**config.mk**
```make
export PLATFORM = sky130hd
export DESIGN_NAME = cst_tracker
export DESIGN_NICKNAME = d
export VERILOG_FILES = /design/src/rtl/cst_pkg.sv /design/src/rtl/cst_accum.sv /design/src/rtl/cst_verify.sv /design/src/rtl/cst_judge.sv /design/src/rtl/cst_tracker.sv
export SDC_FILE = /design/constraint.sdc
export NUM_CORES = 1
export LEC_CHECK = 0
export BUFFER_PORTS_ARGS = -buffer_cell sky130_fd_sc_hd__buf_2
export CAP_MARGIN = 20
export CORE_MARGIN = 2
export CORE_UTILIZATION = 52
export CTS_BUF_LIST = sky130_fd_sc_hd__clkbuf_4
export DETAILED_ROUTE_END_ITERATION = 16
export PLACE_DENSITY = 0.83
export SLEW_MARGIN = 15
export SYNTH_ARGS = -nofsm -noshare
export SYNTH_HDL_FRONTEND = slang
export SYNTH_SLANG_ARGS = --single-unit
export TNS_END_PERCENT = 100
```
**constraint.sdc**
```tcl
create_clock -name clk -period 3.5 [get_ports clk]
set_input_delay 0.525 -clock clk [delete_from_list [all_inputs] [get_ports clk]]
set_output_delay 0.525 -clock clk [all_outputs]
set_load 0.01 [all_outputs]
```
**src/rtl/cst_pkg.sv**
```systemverilog
package cst_pkg;
  typedef enum logic [1:0] {OP_NONE, OP_INIT, OP_CHECK} op_e;
endpackage

```
**src/rtl/cst_accum.sv**
```systemverilog
module cst_accum #(
  parameter int unsigned SUM_W  = 16,
  parameter int unsigned BYTE_W = 8
) (
  input  logic              clk,
  input  logic              rst_n,
  input  logic              clr,
  input  logic              add_en,
  input  logic [BYTE_W-1:0] add_byte,
  output logic [SUM_W-1:0]  sum_q
);
  localparam int unsigned PAD = SUM_W - BYTE_W;

  logic [SUM_W-1:0] base, addend, sum_d;

  always_comb begin
    base   = clr ? '0 : sum_q;
    addend = add_en ? {{PAD{1'b0}}, add_byte} : '0;
    sum_d  = base + addend;
  end

  always_ff @(posedge clk or negedge rst_n) begin
    if (!rst_n) sum_q <= '0;
    else        sum_q <= sum_d;
  end

  AST_SUM_HOLD: assert property (@(posedge clk) disable iff (!rst_n)
    (!clr && !add_en) |=> (sum_q == $past(sum_q)));
endmodule

```
**src/rtl/cst_verify.sv**
```systemverilog
module cst_verify #(
  parameter int unsigned BYTE_W = 8
) (
  input  logic              clk,
  input  logic              rst_n,
  input  logic              clr,
  input  logic              cmp_en,
  input  logic [BYTE_W-1:0] wr_byte,
  input  logic [BYTE_W-1:0] rd_byte,
  output logic              fail_q
);
  logic miss, fail_d;

  always_comb begin
    miss   = cmp_en && (wr_byte != rd_byte);
    fail_d = (clr ? 1'b0 : fail_q) | miss;
  end

  always_ff @(posedge clk or negedge rst_n) begin
    if (!rst_n) fail_q <= 1'b0;
    else        fail_q <= fail_d;
  end

  AST_FLAG_STICKY: assert property (@(posedge clk) disable iff (!rst_n)
    (fail_q && !clr) |=> fail_q);
endmodule

```
**src/rtl/cst_judge.sv**
```systemverilog
module cst_judge
  import cst_pkg::*;
#(
  parameter int unsigned SUM_W  = 16,
  parameter int unsigned CODE_W = 8,
  parameter logic [CODE_W-1:0] CMD_INIT  = 'h02,
  parameter logic [CODE_W-1:0] CMD_CHECK = 'h03
) (
  input  logic              clk,
  input  logic              rst_n,
  input  logic              cmd_valid,
  input  logic [CODE_W-1:0] cmd_code,
  input  logic [SUM_W-1:0]  operand,
  input  logic [SUM_W-1:0]  sum_i,
  input  logic              vfail_i,
  input  logic              ack_i,
  output logic              cmd_ready,
  output logic              clr_o,
  output logic              pass_q,
  output logic              fail_q,
  output logic              req_q
);
  op_e              op;
  logic [SUM_W-1:0] total;
  logic             ok;

  assign cmd_ready = !req_q;

  always_comb begin
    op = OP_NONE;
    if (cmd_valid && cmd_ready) begin
      if (cmd_code == CMD_INIT)       op = OP_INIT;
      else if (cmd_code == CMD_CHECK) op = OP_CHECK;
    end
    total = sum_i + operand;
    ok    = (total == '0) && !vfail_i;
    clr_o = (op == OP_INIT);
  end

  always_ff @(posedge clk or negedge rst_n) begin
    if (!rst_n) begin
      pass_q <= 1'b0;
      fail_q <= 1'b0;
      req_q  <= 1'b0;
    end else begin
      pass_q <= (op == OP_CHECK) && ok;
      fail_q <= (op == OP_CHECK) && !ok;
      if ((op == OP_CHECK) && ok) req_q <= 1'b1;
      else if (ack_i)             req_q <= 1'b0;
    end
  end

  AST_ONE_RESULT: assert property (@(posedge clk) disable iff (!rst_n)
    !(pass_q && fail_q));
  AST_PASS_SHORT: assert property (@(posedge clk) disable iff (!rst_n)
    pass_q |=> !pass_q);
  AST_PASS_REQ: assert property (@(posedge clk) disable iff (!rst_n)
    pass_q |-> req_q);
  AST_REQ_HOLD: assert property (@(posedge clk) disable iff (!rst_n)
    (req_q && !ack_i) |=> req_q);
  AST_FAIL_NOREQ: assert property (@(posedge clk) disable iff (!rst_n)
    $rose(fail_q) |-> !$rose(req_q));
endmodule

```
**src/rtl/cst_tracker.sv**
```systemverilog
module cst_tracker #(
  parameter int unsigned SUM_W  = 16,
  parameter int unsigned BYTE_W = 8,
  parameter int unsigned CODE_W = 8,
  parameter logic [CODE_W-1:0] CMD_INIT  = 'h02,
  parameter logic [CODE_W-1:0] CMD_CHECK = 'h03,
  parameter logic [BYTE_W-1:0] RUN_VALUE = 'h00
) (
  input  logic              clk,
  input  logic              rst_n,
  input  logic              cm_valid,
  output logic              cm_ready,
  input  logic              cm_is_ctrl,
  input  logic [BYTE_W-1:0] cm_wr_byte,
  input  logic [BYTE_W-1:0] cm_rd_byte,
  input  logic              cmd_valid,
  output logic              cmd_ready,
  input  logic [CODE_W-1:0] cmd_code,
  input  logic [BYTE_W-1:0] cmd_arg_lo,
  input  logic [BYTE_W-1:0] cmd_arg_hi,
  output logic [SUM_W-1:0]  sum_o,
  output logic              vfail_o,
  output logic              pass_o,
  output logic              fail_o,
  output logic              bflag_req,
  output logic [BYTE_W-1:0] bflag_data,
  input  logic              bflag_ack
);
  localparam int unsigned OPND_W = 2 * BYTE_W;

  logic              data_beat, clr;
  logic [SUM_W-1:0]  operand;
  logic [OPND_W-1:0] opnd_raw;

  assign cm_ready   = !bflag_req;
  assign data_beat  = cm_valid && cm_ready && !cm_is_ctrl;
  assign opnd_raw   = {cmd_arg_hi, cmd_arg_lo};
  assign operand    = SUM_W'(opnd_raw);
  assign bflag_data = RUN_VALUE;

  cst_accum #(.SUM_W(SUM_W), .BYTE_W(BYTE_W)) accum_i (
    .clk(clk), .rst_n(rst_n), .clr(clr), .add_en(data_beat),
    .add_byte(cm_wr_byte), .sum_q(sum_o));

  cst_verify #(.BYTE_W(BYTE_W)) verify_i (
    .clk(clk), .rst_n(rst_n), .clr(clr), .cmp_en(data_beat),
    .wr_byte(cm_wr_byte), .rd_byte(cm_rd_byte), .fail_q(vfail_o));

  cst_judge #(.SUM_W(SUM_W), .CODE_W(CODE_W),
              .CMD_INIT(CMD_INIT), .CMD_CHECK(CMD_CHECK)) judge_i (
    .clk(clk), .rst_n(rst_n), .cmd_valid(cmd_valid), .cmd_code(cmd_code),
    .operand(operand), .sum_i(sum_o), .vfail_i(vfail_o), .ack_i(bflag_ack),
    .cmd_ready(cmd_ready), .clr_o(clr), .pass_q(pass_o), .fail_q(fail_o),
    .req_q(bflag_req));

  AST_STALL_SUM: assert property (@(posedge clk) disable iff (!rst_n)
    (bflag_req && !clr) |=> $stable(sum_o));
endmodule

```
==> key figures, run 1 <==
Global route
  – Most congested layer reported by global routing: met2
  – First-pass GRT wire length: 8.06 mm
  – Met3 GRT Util: 1.97%
  – Gr usage total: 22.8%
  – Met2 Resource Use GR: 40.8%
  – Met1 usage: 27.7%
  – Largest net degree at the start of global routing: 21
  – Vias in the first global route: 1932
  – Initial antenna violation count: 0
  – Overflow after GRT: 0

Synthesis
  – Post-synth EDFFs: 0
  – Yosys warns: 0
  – Register area share after synthesis: 23.6%
  – Yosys top cell by area: dfrtp_1
  – Cell Area, Synth: 2120 sq um
  – Avg Cell Area, Syn: 8.45 sq um
  – Post-synth top area share: 23.6%
  – Count of cell types in the netlist: 45
  – Area contributors post-synth: dfrtp_1 (24%), ha_1 (14%), xnor2_1 (7.0%), a21oi_1 (5.0%), xor2_1 (5.0%)
  – FFs w/ async S/R, synth: 100%
  – #FFs+latches synth: 20
  – Post-Syn Instances: 251
  – Top_reg_cell synth: dfrtp_1

Floorplan
  – Die Y: 67.9 um
  – # rows: 23
  – Die area: 4600 sq um
  – # IOs: 76
  – Initial core utilization: 53.4%
  – Area of the core: 3970 sq um
  – Die X: 67.9 um

Worst setup path
  – Worst Setup End Kind: flip-flop
  – CP bufs+invs: 0
  – Worst EP required: 3.74 ns
  – Crit-path max cell delay: 0.44 ns
  – Setup CP Type: reg -> reg
  – WP data arrival: 3.54 ns
  – Worst-path cell chain: ha_1, fa_1, xor2_1, or4_1, a221o_1, a211o_1, a2111o_1, nor4_4, nand2_1, nor3b_2
  – Top cell family by delay on the critical path: simple AND/OR/NAND/NOR gates
  – Worst setup SP type: flip-flop
  – CP max-delay cell: or4_1
  – Worst Path Max Fanout: 3

Cells and area
  – Core Util, Final: 64.0%
  – FF/Latch Area: 500 sq um
  – Area Overhead vs Synth: 19.8%
  – Final net count: 393
  – N_diodes: 0
  – Multi-input logic area: 1520 sq um
  – Layout cells sized above 1: 24.9%
  – Fillcell total: 338

Clock network
  – TritonCTS clock tree: yes
  – Clk buf depth: 2
  – Clock-pin slew on the worst setup and hold paths: 0.12 ns
  – H-tree levels: 1
  – Clk_lat worst skew: 0.31 ns
  – Num CTS Buffers: 3
  – CTS sink count: 20
  – CTS Root Cell: clkbuf_4

Timing
  – Slew at the pin with the worst max-slew slack: 0.526 ns
  – Max Fclk: 0.303 GHz
  – Setup violations, final: 0
  – Clock skew: 0.00970 ns
  – Final hold violation count: 0
  – Hold slack final: 0.144 ns
  – Max-slew violations: 0
  – Setup TNS: 0 ns
  – Min Tclk post-route: 3.30 ns
  – Max-slew headroom: 64.5%
  – RSZ-0062 raised after global routing: no
  – Final period util: 94.2%

Outcome
  – Status: finished clean

Route
  – Final ANT Viol Nets: 0
  – 1st-pass router iterations: 4
  – DR iter-0 viols: 100
  – DR WL/cell: 13.4 um
  – Detailed Route WL: 4.97 mm
  – Routed vias/inst: 5.49
  – Vias: 2035
  – DRC viols: 0

Job
  – Maxcap violations: 0

Hold path
  – Class of the worst hold path: in -> async

Pwr
  – Max IR drop VDD: 0.000382 V
  – Leak: 0.00130 uW
  – PD cells: 640 nW/um^2

Place
  – Placer Congestion: 0.850
  – Detail Placement HPWL: 4.25 mm
  – Port bufs: 67
==> cell families (layout without fill, tap and decap cells) <==
| family | after synthesis | after routing | share of synthesized area (%) |
|---|---|---|---|
| xor+xnor | 29 | 29 | 12.0 |
| mux | 2 | 2 | 0.944 |
| other cells | 1 | 8 | 0.177 |
| flops | 20 | 20 | 23.6 |
| compound gates | 68 | 68 | 21.7 |
| simple gates | 80 | 80 | 20.0 |
| buf+inv | 26 | 89 | 6.19 |
| fa+ha+maj | 25 | 25 | 15.5 |
==> layout make-up <==
type,count,share of cell area (%)
well taps,50,2.46
multi-input cells,212,59.6
flip-flops and latches,20,19.7
repair buffers,69,13.8
inverters,16,2.36
clock inverters,1,1.18
clock buffers,3,0.886
==> power by group <==
part           switching, uW  total, uW  internal, uW
logic                    585       1050           462
clock network           73.4        189           116
registers               86.0        389           303
==> sequential cells by signal, summed over array words and instances, names as in the netlist <==
register / cells
accum_i.sum_q: 16
judge_i.fail_q: 1
judge_i.pass_q: 1
judge_i.req_q: 1
verify_i.fail_q: 1
==> routing by layer <==
metal	routed length (um)	up-vias
li1	-	1027
met1	2120	948
met5	0	-
met3	130	11
met4	106	0
met2	2620	49
==> Yosys cell counts, types with 4 or more instances <==
master and count:
and2_1 15, a21boi_0 4, a21o_1 6, xnor2_1 17, ha_1 23, nor2_1 16, a21oi_1 21, nand3_1 7
o21ai_0 9, and3_1 6, dfrtp_1 20, o211ai_1 4, inv_1 16, xor2_1 12, buf_4 9, nand2_1 21
==> path summary, 6_finish.rpt <==
kind / depth (start not counted) / endpoint / slack, ns / start
min in group clk: 2 / judge_i.req_q / 0.39 / bflag_ack
setup / recovery: 10 / judge_i.pass_q / 0.20 / accum_i.sum_q[0]
hold / removal: 1 / accum_i.sum_q[7] / 0.14 / rst_n
setup reg to reg: 10 / judge_i.pass_q / 0.20 / accum_i.sum_q[0]
max in group asynchronous: 1 / accum_i.sum_q[6] / 3.04 / rst_n
hold reg to reg: 2 / verify_i.fail_q / 0.55 / verify_i.fail_q
==> cell usage in the layout, fill, tap and decap left out, types with 2 or more instances in the layout <==
cell type,instances
a21oi_1,21
ha_1,23
a211oi_1,2
xnor2_1,17
o21bai_1,3
or2_2,2
nor3b_1,3
buf_4,2
conb_1,8
clkbuf_4,3
and3_1,6
buf_2,67
nand4_1,3
nor2_1,16
a31oi_1,3
o22ai_1,2
dfrtp_1,20
a21boi_0,4
fa_1,2
o21ai_0,8
xor2_1,12
nand3_1,7
a21o_1,6
inv_1,16
mux2i_1,2
a221oi_1,3
o211ai_1,4
and2_1,15
a2111o_1,2
nand2_1,21
==> through the flow <==
step	total power, uW	area [sq um]	setup slack, ns	instances
after floorplan	1160	2150	0.292	258
after global placement	1400	2490	0.0607	367
after detailed placement	1430	2490	-0.0186	367
after CTS	1620	2540	0.227	371
after global routing	1780	2540	0.102	371
final	1630	2540	0.205	371
==> repair_timing <==
action / 4_1_cts / 5_1_grt
gates resized for setup: 0 / 1
setup endpoints to repair: 0 / 3
hold buffers: 0 / 0
setup buffers: 0 / 0
No activity file was read; power rests on OpenSTA's default activity.
==> inputs of run 2 (changes only) <==
- MAX_ROUTING_LAYER: unset -> met4
==> run 2 against run 1 <==
Combinational power about the same. Non-clock buffer count unchanged. Register-to-register slack improved by 0.02 ns. Via count decreased by 0.25%. Critical path depth stayed put. Critical path type unchanged. Critical endpoint unchanged. Largest power group unchanged.
==> key figures, run 2 (synthesized netlist as in run 1, its figures left out) <==
Worst setup path
  – Crit-path max cell delay: 0.44 ns (about the same)
  – R2R depth: 10 (unchanged)
  – Worst Path Max Fanout: 3 (unchanged)
  – Top cell family by delay on the critical path: simple AND/OR/NAND/NOR gates
  – Worst-path cell chain: ha_1, fa_1, xor2_1, or4_1, a221o_1, a211o_1, a2111o_1, nor4_4, nand2_1, nor3b_2
  – Setup CP Type: reg -> reg
  – Worst EP required: 3.74 ns (about the same)
  – CP max-delay cell: or4_1
  – Reg-to-reg setup timing slack: 0.23 ns (+0.02 ns)
  – CP bufs+invs: 0 (unchanged)
  – Terminus of the critical flop-to-flop path: judge_i.pass_q
  – Worst R2R Start: accum_i.sum_q[0]
  – WP data arrival: 3.51 ns (-0.03 ns)
  – Worst Setup End Kind: flip-flop
  – Worst setup SP type: flip-flop

Timing
  – Slew at the pin with the worst max-slew slack: 0.560 ns (+0.0335 ns)
  – Final hold violation count: 0 (unchanged)
  – RSZ-0062 raised after global routing: no
  – Max Fclk: 0.306 GHz (+0.74%)
  – Setup TNS: 0 ns (unchanged)
  – Clock skew: 0.0161 ns (+0.00645 ns)
  – Min Tclk post-route: 3.27 ns (-0.0243 ns)
  – Final period util: 93.5% (-0.69 points)
  – Max-slew headroom: 62.3% (-2.3 points)
  – Setup violations, final: 0 (unchanged)
  – Max-slew violations: 0 (unchanged)

Clock network
  – CTS sink count: 20 (unchanged)
  – CTS Hold Bufs: 0 (unchanged)
  – Num CTS Buffers: 3 (unchanged)
  – CTS Root Cell: clkbuf_4
  – Resized Gates After CTS: 0 (unchanged)
  – Clk buf depth: 2 (unchanged)
  – TritonCTS clock tree: yes
  – Clock-pin slew on the worst setup and hold paths: 0.12 ns (about the same)
  – H-tree levels: 1 (unchanged)
  – Clk_lat worst skew: 0.30 ns (about the same)
  – Post-CTS Setup Bufs: 0 (unchanged)

Cells and area
  – N_diodes: 0 (unchanged)
  – Multi-input logic area: 1520 sq um (unchanged)
  – Layout cells sized above 1: 24.9% (unchanged)
  – Final net count: 393 (unchanged)
  – Top reg by flops: accum_i.sum_q
  – Fillcell total: 336 (-0.59%)
  – Final Cell Area: 2540 sq um (unchanged)
  – Leading cell type in the layout, fill and taps excluded: buf_2
  – Max FFs per register: 16 (unchanged)
  – FF/Latch Area: 500 sq um (unchanged)
  – Most frequent cells in the layout: buf_2 (67), ha_1 (23), nand2_1 (21), a21oi_1 (21), dfrtp_1 (20)
  – Area Overhead vs Synth: 19.8% (unchanged)

Route
  – DR iter-0 viols: 103 (+3.0%)
  – Vias: 2030 (-0.25%)
  – Final ANT Viol Nets: 0 (unchanged)
  – Detailed Route WL: 4.95 mm (-0.40%)
  – DR WL/cell: 13.3 um (-0.40%)
  – 1st-pass router iterations: 4 (unchanged)
  – Routed vias/inst: 5.47 (-0.25%)
  – DRC viols: 0 (unchanged)

Global route
  – Largest net degree at the start of global routing: 21 (unchanged)
  – Initial antenna violation count: 0 (unchanged)
  – Gr usage total: 22.9% (+0.073 points)
  – First-pass GRT wire length: 7.79 mm (-3.3%)
  – Vias in the first global route: 1863 (-3.6%)
  – Overflow after GRT: 0 (unchanged)

Floorplan
  – # rows: 23 (unchanged)
  – Die Y: 67.9 um (unchanged)
  – Die X: 67.9 um (unchanged)
  – Area of the core: 3970 sq um (unchanged)
  – Die area: 4600 sq um (unchanged)
  – Initial core utilization: 53.4% (unchanged)
  – # IOs: 76 (unchanged)

Pwr
  – Max IR drop VDD: 0.000371 V (-2.8%)
  – Switching fraction of total power: 45.7% (-0.087 points)
  – Combinational share of power: 64.3% (about the same)
  – Sequential power share: 24.1% (+0.2 points)
  – Switch Pwr: 741 uW (-0.44%)
  – Internal: 880 uW (about the same)
  – Clock power share: 11.6% (about the same)
  – Leak: 0.00130 uW (about the same)
  – PD cells: 638 nW/um^2 (-0.25%)

Place
  – Detail Placement HPWL: 4.19 mm (-1.3%)
  – Port bufs: 67 (unchanged)
  – Placer Congestion: 0.860 (+1.1%)
  – Area after DPL: 2490 sq um (unchanged)

Outcome
  – Status: finished clean

Hold path
  – Class of the worst hold path: in -> async

Job
  – Maxcap violations: 0 (unchanged)
==> run 2: changes by cell type in the layout (fill, tap and decap cells not counted) <==
cell	change
o21ai_0	+1
o21ai_1	-1
==> run 2: power groups by stage <==
stage	logic, uW	registers, uW	clock network [uW]
3_3_place_gp	1010	392	0
5_1_grt	1170	403	197
4_1_cts	1040	390	190
3_5_place_dp	1030	394	0
6_report	1040	391	188
2_1_floorplan	757	402	0
==> run 2: through the flow <==
stage                     hold WS, ns  util (%)  total power (uW)  cells  worst slack [ns]
after floorplan                 0.229         -              1160    258             0.292
after global routing            0.162      64.0              1770    371            0.0503
after CTS                       0.151      64.0              1620    371             0.221
final                           0.145      64.0              1620    371             0.229
after global placement          0.488      62.7              1400    367            0.0622
after detailed placement        0.492      62.7              1430    367           -0.0105
==> run 2: worst max-delay path by stage <==
stage / slack (ns) / endpoint / cells after the start / startpoint
2_1_floorplan: 0.29 / judge_i.pass_q / 10 / cmd_arg_lo[0]
3_3_place_gp: 0.06 / judge_i.pass_q / 11 / cmd_arg_lo[0]
3_5_place_dp: -0.01 / judge_i.pass_q / 11 / cmd_arg_lo[0]
4_1_cts: 0.22 / judge_i.pass_q / 10 / accum_i.sum_q[0]
5_1_grt: 0.05 / accum_i.sum_q[9] / 15 / cmd_code[5]
6_report: 0.23 / judge_i.pass_q / 10 / accum_i.sum_q[0]
==> run 2: layer usage <==
layer / global-route usage [%] / wire [um] / up-vias
met5: - / 0 / -
met4: 7.25 / 61 / 0
met3: 1.64 / 146 / 6
met2: 41.3 / 2610 / 55
met1: 27.3 / 2140 / 942
li1: - / - / 1027
==> run 2: layout make-up <==
| class | instances | share of cell area, % |
|---|---|---|
| multi-input combinational | 212 | 59.6 |
| sequential | 20 | 19.7 |
| clock buffer | 3 | 0.886 |
| inverter | 16 | 2.36 |
| timing repair buffer | 69 | 13.8 |
| clock inverter | 1 | 1.18 |
| tap | 50 | 2.46 |
==> inputs of run 3 (changes only) <==
- CORE_UTILIZATION: 52 -> 53
- SYNTH_HIERARCHICAL: unset -> 1
==> run 3 against run 2 <==
First-iteration DRC count grew 62%. Sequential cell count stayed put. Wire length grew 15%. Sequential power up 5.6%. Die area grew 8.9%. Critical path depth unchanged. Global-route usage is 1.2 points higher. Worst hold slack lost 0.014 ns. Largest power group unchanged.
==> key figures, run 3 <==
Worst setup path
  – Setup CP Type: reg -> reg
  – Worst Path Max Fanout: 21 (+18)
  – CP dominant cell by count: nor2_1
  – Worst Setup End Kind: flip-flop
  – CP max-delay cell: dfrtp_1
  – Worst-path cell chain: nor4b_1, nand4_1, nor2_1, buf_4, nor2b_1, ha_1, a21o_1, o21ai_0, nor2_1, o311ai_1
  – Worst EP required: 3.72 ns (-0.02 ns)
  – Crit-path max cell delay: 0.48 ns (+0.04 ns)
  – WP data arrival: 3.24 ns (-0.27 ns)
  – Worst setup SP type: flip-flop

Floorplan
  – # IOs: 76 (unchanged)
  – Die Y: 70.8 um (+4.4%)
  – Die X: 70.8 um (+4.4%)
  – Initial core utilization: 54.7% (+1.3 points)
  – Area of the core: 4320 sq um (+8.9%)
  – # rows: 24 (+4.3%)
  – Die area: 5020 sq um (+8.9%)

Timing
  – Max Fclk: 0.331 GHz (+8.4%)
  – Min Tclk post-route: 3.02 ns (-0.253 ns)
  – Final hold violation count: 0 (unchanged)
  – Clock skew: 0.0176 ns (+0.00146 ns)
  – Setup TNS: 0 ns (unchanged)
  – Final period util: 86.2% (-7.2 points)
  – Setup violations, final: 0 (unchanged)
  – Max-slew violations: 0 (unchanged)
  – Hold slack final: 0.130 ns (-0.0141 ns)
  – RSZ-0062 raised after global routing: no

Route
  – Detailed Route WL: 5.69 mm (+15%)
  – 1st-pass router iterations: 4 (unchanged)
  – Vias: 2334 (+15%)
  – DR WL met2: 2.96 mm (+14%)
  – Final ANT Viol Nets: 0 (unchanged)
  – Metal-1 WL: 2.44 mm (+14%)
  – Routed vias/inst: 5.91 (+8.0%)
  – DR top layer: met4
  – DR WL/cell: 14.4 um (+7.9%)
  – DR iter-0 viols: 167 (+62%)
  – WL met3: 170 um (+16%)
  – DRC viols: 0 (unchanged)

Synthesis
  – #FFs+latches synth: 20 (unchanged)
  – Post-synth top area share: 21.1% (-2.5 points)
  – Synth cell count leaders: ha_1 (23), dfrtp_1 (20), nor2_1 (20)
  – Count of cell types in the netlist: 62 (+38%)
  – Yosys warns: 6 (+6)
  – Area contributors post-synth: dfrtp_1 (21%), ha_1 (12%), xnor2_1 (6.3%), nor2b_1 (3.7%), a21oi_1 (3.4%)
  – Yosys top cell by area: dfrtp_1
  – Register area share after synthesis: 21.1% (-2.5 points)
  – Top_reg_cell synth: dfrtp_1
  – Post-synth EDFFs: 0 (unchanged)
  – FFs w/ async S/R, synth: 100% (unchanged)
  – Cell Area, Synth: 2370 sq um (+12%)
  – Avg Cell Area, Syn: 8.58 sq um (+1.5%)
  – Most frequent cell after synthesis: ha_1
  – Post-Syn Instances: 276 (+10%)

Place
  – Port bufs: 67 (unchanged)
  – Area after DPL: 2720 sq um (+9.2%)
  – Dpl cells: 391 (+6.5%)
  – Detail Placement HPWL: 4.80 mm (+15%)
  – Placer Congestion: 0.891 (+3.7%)

Clock network
  – CTS Root Cell: clkbuf_4
  – Clk_lat worst skew: 0.31 ns (about the same)
  – Post-CTS Setup Bufs: 0 (unchanged)
  – CTS Hold Bufs: 0 (unchanged)
  – Clock-pin slew on the worst setup and hold paths: 0.12 ns (about the same)
  – H-tree levels: 1 (unchanged)
  – Clk buf depth: 2 (unchanged)
  – Resized Gates After CTS: 0 (unchanged)
  – Num CTS Buffers: 3 (unchanged)
  – TritonCTS clock tree: yes
  – CTS sink count: 20 (unchanged)

Cells and area
  – Top reg by flops: accum_i/sum_q
  – Final net count: 415 (+5.6%)
  – Most frequent cells in the layout: buf_2 (67), ha_1 (23), nor2_1 (20), dfrtp_1 (20), xnor2_1 (17)
  – Max FFs per register: 16 (unchanged)
  – Fillcell total: 384 (+14%)
  – N_diodes: 0 (unchanged)
  – Multi-input logic area: 1780 sq um (+17%)
  – Final Cell Area: 2740 sq um (+8.0%)
  – Area Overhead vs Synth: 15.9%
  – Cell Count, Final, Fillers Out: 395 (+6.5%)
  – FF/Latch Area: 500 sq um (unchanged)
  – Leading cell type in the layout, fill and taps excluded: buf_2
  – Layout cells sized above 1: 25.7% (+0.73 points)

Pwr
  – Max IR drop VDD: 0.000384 V (+3.6%)
  – Total Power: 1830 uW (+13%)
  – PD cells: 667 nW/um^2 (+4.5%)
  – Leak: 0.00127 uW (-1.8%)

Hold path
  – Class of the worst hold path: in -> async

Global route
  – Overflow after GRT: 0 (unchanged)
  – First-pass GRT wire length: 9.66 mm (+24%)
  – Vias in the first global route: 2231 (+20%)
  – Initial antenna violation count: 0 (unchanged)
  – Gr usage total: 24.2% (+1.2 points)
  – Largest net degree at the start of global routing: 22 (+4.8%)

Job
  – Maxcap violations: 0 (unchanged)

Outcome
  – Status: finished clean
-- run 3: changes by cell type after synthesis, moves of 5 or more --
| cell | delta |
|---|---|
| nor2b_1 | +13 |
| o21a_1 | +5 |
| nand4_1 | +5 |
| and2_1 | -5 |
| inv_1 | -7 |
| nand2b_1 | +11 |
| a21oi_1 | -5 |
| xor2_1 | -8 |
| nor3_1 | +7 |
| nand2_1 | -9 |
-- run 3: cell type report --
class | instances | share of cell area (%)
well taps | 52 | 2.37
clock inverters | 1 | 0.137
clock buffers | 3 | 0.821
multi-input cells | 242 | 64.7
inverters | 9 | 1.23
repair buffers | 68 | 12.5
flip-flops and latches | 20 | 18.2
-- run 3: power breakdown --
part / internal, uW / total, uW / switching [uW]
registers: 309 / 413 / 103
clock network: 41.7 / 112 / 70.2
logic: 572 / 1310 / 733
total: 923 / 1830 / 907
-- run 3: layer usage --
layer  track usage (%)  vias to the layer above
li1                  -                     1152
met1              28.9                     1106
met2              42.8                       63
met3              1.99                       13
met4              8.18                        0
met5                 -                        -
-- run 3: cells by family after synthesis --
family                   share of synthesized area [%]
other                                            0.158
AO/OA/AOI/OAI                                     24.4
AND/OR/NAND/NOR                                   25.4
adder cells (fa/ha/maj)                           13.8
flip-flops                                        21.1
XOR/XNOR                                          7.77
multiplexers                                      2.27
buffers and inverters                             4.97
-- run 3: worst paths after layout --
check,start,endpoint,slack (ns),cells after the start
hold / removal,rst_n,accum_i/sum_q[14],0.13,1
min in group clk,bflag_ack,judge_i/req_q,0.51,3
setup reg to reg,judge_i/req_q,accum_i/sum_q[9],0.48,10
hold reg to reg,verify_i/fail_q,verify_i/fail_q,0.59,2
setup / recovery,judge_i/req_q,accum_i/sum_q[9],0.48,10
max in group asynchronous,rst_n,accum_i/sum_q[6],3.05,1
-- run 3: through the flow --
step / setup WS [ns] / util [%]
after floorplan: 0.282 / -
after global placement: 0.456 / 62.8
after detailed placement: 0.362 / 62.8
after CTS: 0.507 / 63.5
after global routing: 0.164 / 63.5
final: 0.482 / 63.5
-- run 3: critical path, delay by kind of cell (launching register included) --
kind | cells | cell delay [ns]
AOI/OAI and AO/OA | 3 | 0.82
adders and majority gates | 1 | 0.34
buffers and inverters | 1 | 0.31
DFF | 1 | 0.48
and+or+nand+nor | 5 | 0.97
